**src/rtl/bsz_pkg.sv**
```systemverilog
package bsz_pkg;
  localparam int LANES  = 4;
  localparam int DATA_W = 8 * LANES;

  typedef logic [LANES-1:0] lane_mask_t;

  typedef enum logic [1:0] {
    BW32 = 2'd0,
    BW16 = 2'd1,
    BW8  = 2'd2
  } bus_width_e;

  // operand byte k moves to lane (k + off) mod 4
  function automatic logic [DATA_W-1:0] lanes_from_operand(
      input logic [DATA_W-1:0] d, input logic [1:0] off);
    logic [DATA_W-1:0] r;
    r = '0;
    for (int k = 0; k < LANES; k++) begin
      r[8*((k + int'(off)) % LANES) +: 8] = d[8*k +: 8];
    end
    return r;
  endfunction

  function automatic logic [DATA_W-1:0] operand_from_lanes(
      input logic [DATA_W-1:0] d, input logic [1:0] off);
    logic [DATA_W-1:0] r;
    r = '0;
    for (int k = 0; k < LANES; k++) begin
      r[8*k +: 8] = d[8*((k + int'(off)) % LANES) +: 8];
    end
    return r;
  endfunction
endpackage

```
**src/rtl/bsz_plan.sv**
```systemverilog
module bsz_plan
  import bsz_pkg::*;
#(
  parameter int AW = 32
) (
  input  logic [AW-1:0] addr,
  input  logic [1:0]    len,
  output logic [AW-3:0] first_dw,
  output lane_mask_t    first_mask,
  output logic [AW-3:0] second_dw,
  output lane_mask_t    second_mask,
  output logic          has_second
);
  localparam int DWW = AW - 2;

  logic [DWW-1:0] base_dw;
  logic [3:0]     len_mask;
  logic [7:0]     span;

  assign base_dw = addr[AW-1:2];

  always_comb begin
    unique case (len)
      2'b00:   len_mask = 4'b0001;
      2'b01:   len_mask = 4'b0011;
      default: len_mask = 4'b1111;
    endcase
    span = {4'b0000, len_mask} << addr[1:0];
  end

  always_comb begin
    has_second = |span[7:4];
    if (has_second) begin
      first_dw    = base_dw + DWW'(1);
      first_mask  = span[7:4];
      second_dw   = base_dw;
      second_mask = span[3:0];
    end else begin
      first_dw    = base_dw;
      first_mask  = span[3:0];
      second_dw   = base_dw;
      second_mask = '0;
    end
  end
endmodule

```
**src/rtl/bsz_split.sv**
```systemverilog
module bsz_split
  import bsz_pkg::*;
(
  input  lane_mask_t pending,
  input  bus_width_e width,
  output lane_mask_t moved,
  output lane_mask_t left
);
  lane_mask_t lowest;

  assign lowest = pending & (~pending + lane_mask_t'(1));

  always_comb begin
    unique case (width)
      BW8:  moved = lowest;
      BW16: moved = (|pending[1:0]) ? (pending & 4'b0011) : (pending & 4'b1100);
      default: moved = pending;
    endcase
    left = pending & ~moved;
  end
endmodule

```
**src/rtl/bsz_wsteer.sv**
```systemverilog
module bsz_wsteer
  import bsz_pkg::*;
(
  input  logic [DATA_W-1:0] lane_data,
  input  lane_mask_t        pending,
  output logic [DATA_W-1:0] bus_data
);
  logic [7:0] low_byte;

  always_comb begin
    low_byte = lane_data[7:0];
    for (int i = LANES - 1; i >= 0; i--) begin
      if (pending[i]) low_byte = lane_data[8*i +: 8];
    end
  end

  always_comb begin
    bus_data       = lane_data;
    bus_data[7:0]  = low_byte;
    if (pending[1:0] == 2'b00) bus_data[15:8] = lane_data[31:24];
  end
endmodule

```
**src/rtl/bsz_rcap.sv**
```systemverilog
module bsz_rcap
  import bsz_pkg::*;
(
  input  logic [DATA_W-1:0] held,
  input  logic [DATA_W-1:0] rdata,
  input  lane_mask_t        moved,
  input  bus_width_e        width,
  output logic [DATA_W-1:0] held_next
);
  for (genvar l = 0; l < LANES; l++) begin : g_lane
    logic [7:0] src;
    always_comb begin
      unique case (width)
        BW8:     src = rdata[7:0];
        BW16:    src = rdata[8*(l % 2) +: 8];
        default: src = rdata[8*l +: 8];
      endcase
    end
    assign held_next[8*l +: 8] = moved[l] ? src : held[8*l +: 8];
  end
endmodule

```
**src/rtl/dyn_bus_sizer.sv**
```systemverilog
module dyn_bus_sizer
  import bsz_pkg::*;
#(
  parameter int AW = 32
) (
  input  logic          clk,
  input  logic          rst_n,
  input  logic          req_valid,
  output logic          req_ready,
  input  logic [AW-1:0] req_addr,
  input  logic [1:0]    req_len,
  input  logic          req_write,
  input  logic [31:0]   req_wdata,
  output logic          done_valid,
  output logic [31:0]   done_rdata,
  output logic          bus_cyc,
  output logic [AW-3:0] bus_addr,
  output logic [3:0]    bus_ben_n,
  output logic          bus_we,
  output logic [31:0]   bus_wdata,
  input  logic [31:0]   bus_rdata,
  input  logic          bus_rdy,
  input  logic          bus_sz16,
  input  logic          bus_sz8
);
  localparam int DWW = AW - 2;

  // sequence state
  logic              busy;
  logic [DWW-1:0]    cur_dw;
  lane_mask_t        cur_mask;
  logic              more;
  logic [DWW-1:0]    next_dw;
  lane_mask_t        next_mask;
  logic [1:0]        off;
  logic              we;
  logic [DATA_W-1:0] wlanes;
  logic [DATA_W-1:0] rlanes;

  // plan of the incoming request
  logic [DWW-1:0] p_first_dw, p_second_dw;
  lane_mask_t     p_first_mask, p_second_mask;
  logic           p_two;

  bsz_plan #(.AW(AW)) u_plan (
    .addr        (req_addr),
    .len         (req_len),
    .first_dw    (p_first_dw),
    .first_mask  (p_first_mask),
    .second_dw   (p_second_dw),
    .second_mask (p_second_mask),
    .has_second  (p_two)
  );

  // width seen on this cycle, 8-bit request has priority
  bus_width_e width;
  always_comb begin
    if (bus_sz8)       width = BW8;
    else if (bus_sz16) width = BW16;
    else               width = BW32;
  end

  lane_mask_t moved, left;
  bsz_split u_split (
    .pending (cur_mask),
    .width   (width),
    .moved   (moved),
    .left    (left)
  );

  logic [DATA_W-1:0] rlanes_next;
  bsz_rcap u_rcap (
    .held      (rlanes),
    .rdata     (bus_rdata),
    .moved     (moved),
    .width     (width),
    .held_next (rlanes_next)
  );

  logic [DATA_W-1:0] steered;
  bsz_wsteer u_wsteer (
    .lane_data (wlanes),
    .pending   (cur_mask),
    .bus_data  (steered)
  );

  logic accept, step;
  assign accept = req_valid && !busy;
  assign step   = busy && bus_rdy;

  always_ff @(posedge clk or negedge rst_n) begin
    if (!rst_n) begin
      busy       <= 1'b0;
      cur_dw     <= '0;
      cur_mask   <= '0;
      more       <= 1'b0;
      next_dw    <= '0;
      next_mask  <= '0;
      off        <= '0;
      we         <= 1'b0;
      wlanes     <= '0;
      rlanes     <= '0;
      done_valid <= 1'b0;
      done_rdata <= '0;
    end else begin
      done_valid <= 1'b0;
      if (accept) begin
        busy      <= 1'b1;
        cur_dw    <= p_first_dw;
        cur_mask  <= p_first_mask;
        more      <= p_two;
        next_dw   <= p_second_dw;
        next_mask <= p_second_mask;
        off       <= req_addr[1:0];
        we        <= req_write;
        wlanes    <= lanes_from_operand(req_wdata, req_addr[1:0]);
        rlanes    <= '0;
      end else if (step) begin
        rlanes <= rlanes_next;
        if (left != '0) begin
          cur_mask <= left;
        end else if (more) begin
          cur_dw   <= next_dw;
          cur_mask <= next_mask;
          more     <= 1'b0;
        end else begin
          busy       <= 1'b0;
          cur_mask   <= '0;
          done_valid <= 1'b1;
          done_rdata <= operand_from_lanes(rlanes_next, off);
        end
      end
    end
  end

  assign req_ready = !busy;
  assign bus_cyc   = busy;
  assign bus_addr  = cur_dw;
  assign bus_ben_n = busy ? ~cur_mask : 4'b1111;
  assign bus_we    = we;
  assign bus_wdata = steered;
endmodule

```
**config.mk**
```make
export PLATFORM = sky130hd
export DESIGN_NAME = dyn_bus_sizer
export DESIGN_NICKNAME = d
export VERILOG_FILES = /design/src/rtl/bsz_pkg.sv /design/src/rtl/bsz_plan.sv /design/src/rtl/bsz_split.sv /design/src/rtl/bsz_wsteer.sv /design/src/rtl/bsz_rcap.sv /design/src/rtl/dyn_bus_sizer.sv
export SDC_FILE = /design/constraint.sdc
export NUM_CORES = 1
export LEC_CHECK = 0
export ABC_AREA = 0
export BUFFER_PORTS_ARGS = -buffer_cell sky130_fd_sc_hd__buf_2
export CAP_MARGIN = 25
export CORE_MARGIN = 1
export CORE_UTILIZATION = 51
export DETAILED_ROUTE_END_ITERATION = 6
export PLACE_DENSITY_LB_ADDON = 0.25
export SLEW_MARGIN = 15
export SYNTH_ARGS = -nofsm -noshare
export SYNTH_HDL_FRONTEND = slang
export SYNTH_SLANG_ARGS = --single-unit
```
**constraint.sdc**
```tcl
create_clock -name clk -period 2.1 [get_ports clk]
set_input_delay 0.42 -clock clk [delete_from_list [all_inputs] [get_ports clk]]
set_output_delay 0.42 -clock clk [all_outputs]
set_load 0.01 [all_outputs]
```
# Word-level counts from Yosys, hierarchy flattened
# Index checks and enable logic that the tools add are counted.
# word_totals
ff_bits,170
out_inout_bits,102
# op_classes
n_addsub,12
eq_ne,5
shifts,13
n_mux,45
n_bitwise,14
reduce_logical,21
# ops
cell,count
$mux 30,5
$shift 8x33->32 const A,4
$shiftx 8x33->32,4
$shiftx 32x6->8,4
$neg 6->33,3
$bwmux 32,3
$mux 8,11
$mux 32,2
$neg 5->33,1
$and 32x32->32,1
$mux 4,8
$add 30x1->30 const B,1
$pmux 4 s2,2
$pmux 8 s2,1
$reduce_or 2->1,8
$mux 1,12
$add 2x2->2 const A,4
$and 4x4->4,2
$not 4->4,2
$shl 4x2->8,1
$and 1x1->1 const A,6
$reduce_and 3->1,2
$add 1x2->2 const A,2
$add 4x1->4 const B,1
14 further kinds,20

# Depth between registers and ports, before layout
# logic_depth
ltp_word,10
depth_mapped,10
ltp_nobuf,7

# Modules after synthesis
# From an unflattened synthesis, not the netlist that was laid out.
# hier_totals
hier_cells,1082
hier_area_um2,10751.6
# by_module_without_submodules
mod,instances,cells_each,area_per_inst_um2,seq_area_each_um2
dyn_bus_sizer,1,755,8410.6,4254.1
bsz_plan,1,138,1003.5,0.0
bsz_rcap,1,105,655.6,0.0
bsz_wsteer,1,64,540.5,0.0
bsz_split,1,20,141.4,0.0

# Worst setup path after synthesis
# Ideal clock, no wire load.
# synth_path
path_kind,input-to-reg
startpoint,in req_addr[0]
endpoint,reg wlanes[15]
setup_time_ns,0.083
arrival_ns,2.303
t_required_ns,2.017
setup_slack_ns,-0.286
cell_stages,9
n_path_buf,2
path_cell_list,buf_2 inv_1 ha_1 or3b_2 clkbuf_1 nor2_1 a22o_1 a222oi_1 o21ai_0
# synth_via
elab_chain_cells,8
elab_cells_between_ends,25
classes_between,add/sub: 7; shift: 8; mux: 3; bitwise: 4; reduce/logical: 3
# synth_rtl
element,line_no,text
"start, declared",dyn_bus_sizer.sv:10,"input logic [AW-1:0] req_addr,"
$add 1x2->2,bsz_pkg.sv:19,r[8*((k + int'(off)) % LANES) +: 8] = d[8*k +: 8];
$reduce_or 2->1 (no source line),n/a,
$and 1x1->1 (no source line),n/a,
$neg 6->33,bsz_pkg.sv:19,
$shiftx 8x33->32 or $shift 8x33->32 (tied branches),bsz_pkg.sv:19,
$bwmux 32 (2 in a row),bsz_pkg.sv:19,
$bwmux 32 (*),bsz_pkg.sv:19,
"end signal, assigned",dyn_bus_sizer.sv:116,"wlanes <= lanes_from_operand(req_wdata, req_addr[1:0]);"
"end, declared",dyn_bus_sizer.sv:37,logic [DATA_W-1:0] wlanes;
# Every way passes the cells marked *; elsewhere a longest branch is shown, timed or not.
# A chain may end at the register's enable or synchronous reset.

# Final worst setup path
# layout_path
startpoint,reg cur_mask[2]
endpoint,out bus_wdata[7]
# layout_via
elab_chain_cells,3
# layout_rtl
element,line_no,text
"start, declared",dyn_bus_sizer.sv:31,lane_mask_t cur_mask;
"start signal, assigned",dyn_bus_sizer.sv:110,cur_mask <= p_first_mask;
"start signal, assigned",dyn_bus_sizer.sv:121,cur_mask <= left;
"start signal, assigned",dyn_bus_sizer.sv:124,cur_mask <= next_mask;
$mux 8 (3 in a row),bsz_wsteer.sv:13,if (pending[i]) low_byte = lane_data[8*i +: 8];
"end, declared",dyn_bus_sizer.sv:20,"output logic [31:0] bus_wdata,"
# Every way passes these cells.

==> run summary <==
status: finished, violations left
failing checks: setup timing
antenna-violating nets left: 0
worst slew pin tran: 753 ps
switching power: 0.00775 W
Max-slew headroom: 49.4%
initial drt markers: 1092
met1 GRT Util: 45.6%
largest net degree at the start of global routing: 67
Cell Pwr Density: 1350 nW/um^2
clock power share: 18.1%
Post-layout nets: 1575
Reg2Reg Depth: 7
CTS tree: yes
Via-to-Cell Ratio: 6.20
drt first pass iters: 7
ys flop type: dfrtp_1
Reg clk slew, reported paths: 70 ps
row cnt: 51
MaxCap Viol Count: 0
Non-Filler Instances: 1738
syn_area_per_cell: 8.79 sq um
die area: 21000 sq um
crit end category: primary output
Initial Util: 52.7%
sequential share of power: 30.2%
post-synth cell types: 63
sequential share of the synthesized area: 40.9%
combinational power share: 51.8%
dpl cells: 1683
Max clock buf depth: 2
Synth Register Bits: 170
first-pass GRT wire length: 54.8 mm
Post-Syn Area: 10400 sq um
ANT cells: 0
final core utilization: 69.3%
Worst-Skew Late Latency: 440 ps
pre-CTS setup slack: -178 ps
WL/cell: 20.8 microns
residual DRC count: 0
Worst Path Class, Setup: reg2out
Post-Syn Instances: 1183
worst setup margin: -118 ps
Inserted Clock Buffers: 17
Clock Skews: 8.92 ps
Syn Nets: 1297
Vert. Die Dim: 145 microns
Core Area: 19700 sq um
clock sink total: 170
sw frac: 41.9%
Area Overhead vs Synth: 31.5%
overall power: 0.0185 W
total grt overflow: 0
# IOs: 207
routability congestion estimate: 0.981
grt peak-use layer: met2
fmax: 0.451 GHz
Die Wd: 145 microns
VDD IR max: 0.784 mV
Root Driver: clkbuf_16
PortBufs: 206
fin. max-slew vios: 0
Hold Path Class: in2reg
Worst EP required: 1680 ps
dpl hpwl: 25.4 mm
M2 GR Usage: 54.2%
Post-synth ARST share: 100%
Vias: 10.8k
fin crit period: 2220 ps
worst-path maximum fanout: 7
RSZ-0062 raised after global routing: yes
layout cells sized above 1: 31.0%
vias in the first global route: 9990
hold path cells: 3
Crit path arrival time: 1800 ps
met3 Use GR: 7.21%
crit start category: register
EDFF count, synth: 0
period utilization: 106%
H-tree Lvls: 4
antenna violations before repair: 0
Ys Warns: 0
leakage power: 6.38 nW
Final Hold Viols: 0
final setup vio count: 21
DRT Wirelength: 36.2 mm
internal power: 0.0108 W
total track usage: 34.4%
==> routing by layer <==
metal / share of wire (%) / wire length [microns]
met3: 7.8 / 2810
met5: 0 / 0
met4: 4.9 / 1770
met1: 41 / 14900
met2: 46 / 16600
==> sequential cells by signal, summed over array words and instances (netlist names) <==
register,flops
rlanes,32
bus_addr,30
more,1
next_mask,4
done_rdata,32
cur_mask,4
next_dw,30
bus_cyc,1
done_valid,1
wlanes,32
bus_we,1
off,2
==> cells in the mapped netlist (17+ instances only) <==
| cell type | count | area [sq um] |
|---|---|---|
| mux2i_1 | 43 | 430 |
| a21oi_1 | 33 | 165 |
| nor3_1 | 21 | 105 |
| o211ai_1 | 22 | 165 |
| a22o_1 | 22 | 193 |
| a221o_1 | 17 | 170 |
| dfrtp_1 | 170 | 4250 |
| clkbuf_1 | 59 | 221 |
| nand2_1 | 223 | 837 |
| nor2_1 | 44 | 165 |
| xor2_1 | 21 | 184 |
| a211oi_1 | 17 | 128 |
| buf_2 | 18 | 90.1 |
| nand3_1 | 45 | 225 |
| a22oi_1 | 25 | 188 |
| o21ai_0 | 90 | 450 |
| buf_1 | 18 | 67.6 |
==> stage by stage <==
step / TNS, ps / hold WS (ps) / cell area [sq um]
2_1_floorplan: 0 / 124 / 10500
3_3_place_gp: -2840 / 322 / 12500
3_5_place_dp: -3830 / 315 / 12500
4_1_cts: -446 / 176 / 13400
5_1_grt: -2330 / 208 / 13700
6_report: -813 / 178 / 13700
==> cell families (layout without fill, tap and decap cells) <==
kind of cell	count (synthesis)	count (layout)	share of synthesized area (%)
DFF	170	170	40.9
muxes	51	51	5.01
AOI/OAI and AO/OA	375	375	26.1
xor gates and xnor gates	29	29	2.44
and+or+nand+nor	427	427	19.0
adders and majority gates	9	9	1.08
buffers and inverters	122	412	5.43
==> power groups by stage <==
stage	Sequential [W]	Combinational (W)	Clock (W)
after global placement	0.00552	0.00820	0
after global routing	0.00572	0.0103	0.00349
after detailed placement	0.00555	0.00830	0
after CTS	0.00554	0.00890	0.00336
after floorplan	0.00558	0.00481	0
final	0.00558	0.00959	0.00335
==> cell usage in the layout, fill, tap and decap left out, types with 13 or more instances in the layout <==
cell / n
a22oi_1: 25
o21ai_1: 17
o211ai_1: 22
clkbuf_16: 21
buf_4: 141
nand2_1: 222
o21ai_0: 72
a222oi_1: 14
mux2i_1: 43
nand4_1: 16
buf_2: 198
a2bb2oi_1: 15
a221o_1: 17
a211oi_1: 16
a22o_1: 22
a21o_1: 14
nor3_1: 21
and3_1: 16
nor2_1: 38
dfrtp_1: 167
nand3_1: 45
xor2_1: 21
a21oi_1: 33
nand2b_1: 13
==> final cells by class <==
cell class | count | area (sq um)
clock buffers | 17 | 425
multi-input cells | 891 | 5780
inverters | 8 | 45.0
clock inverters | 14 | 189
repair buffers | 373 | 2640
well taps | 265 | 332
fillers | 1587 | 6050
flip-flops and latches | 170 | 4260
==> worst max-delay path, stage by stage (launching register included) <==
cell and delay [ps]:
dfrtp_1 420, buf_6 170, clkbuf_16 160, o21ai_1 120, mux2i_1 80, o21ai_1 230, buf_2 180
==> final timing paths <==
path	end	slack (ps)	startpoint
hold reg to reg	next_dw[25]	470	next_dw[25]
setup / recovery	bus_wdata[7]	-120	cur_mask[2]
hold / removal	bus_we	180	req_write
max in group asynchronous	bus_addr[28]	1000	rst_n
setup reg to reg	done_rdata[22]	-40	cur_mask[2]
min in group asynchronous	rlanes[13]	430	rst_n
==> what timing repair did <==
item,CTS,global route
endpoints found under the hold margin,21,0
gates resized for setup,54,27
buffers inserted,8,8
pin swaps,2,10
setup endpoints to repair,23,38
hold buffers,1,0
cloned,2,5
Power figures use the tool's default switching activity.
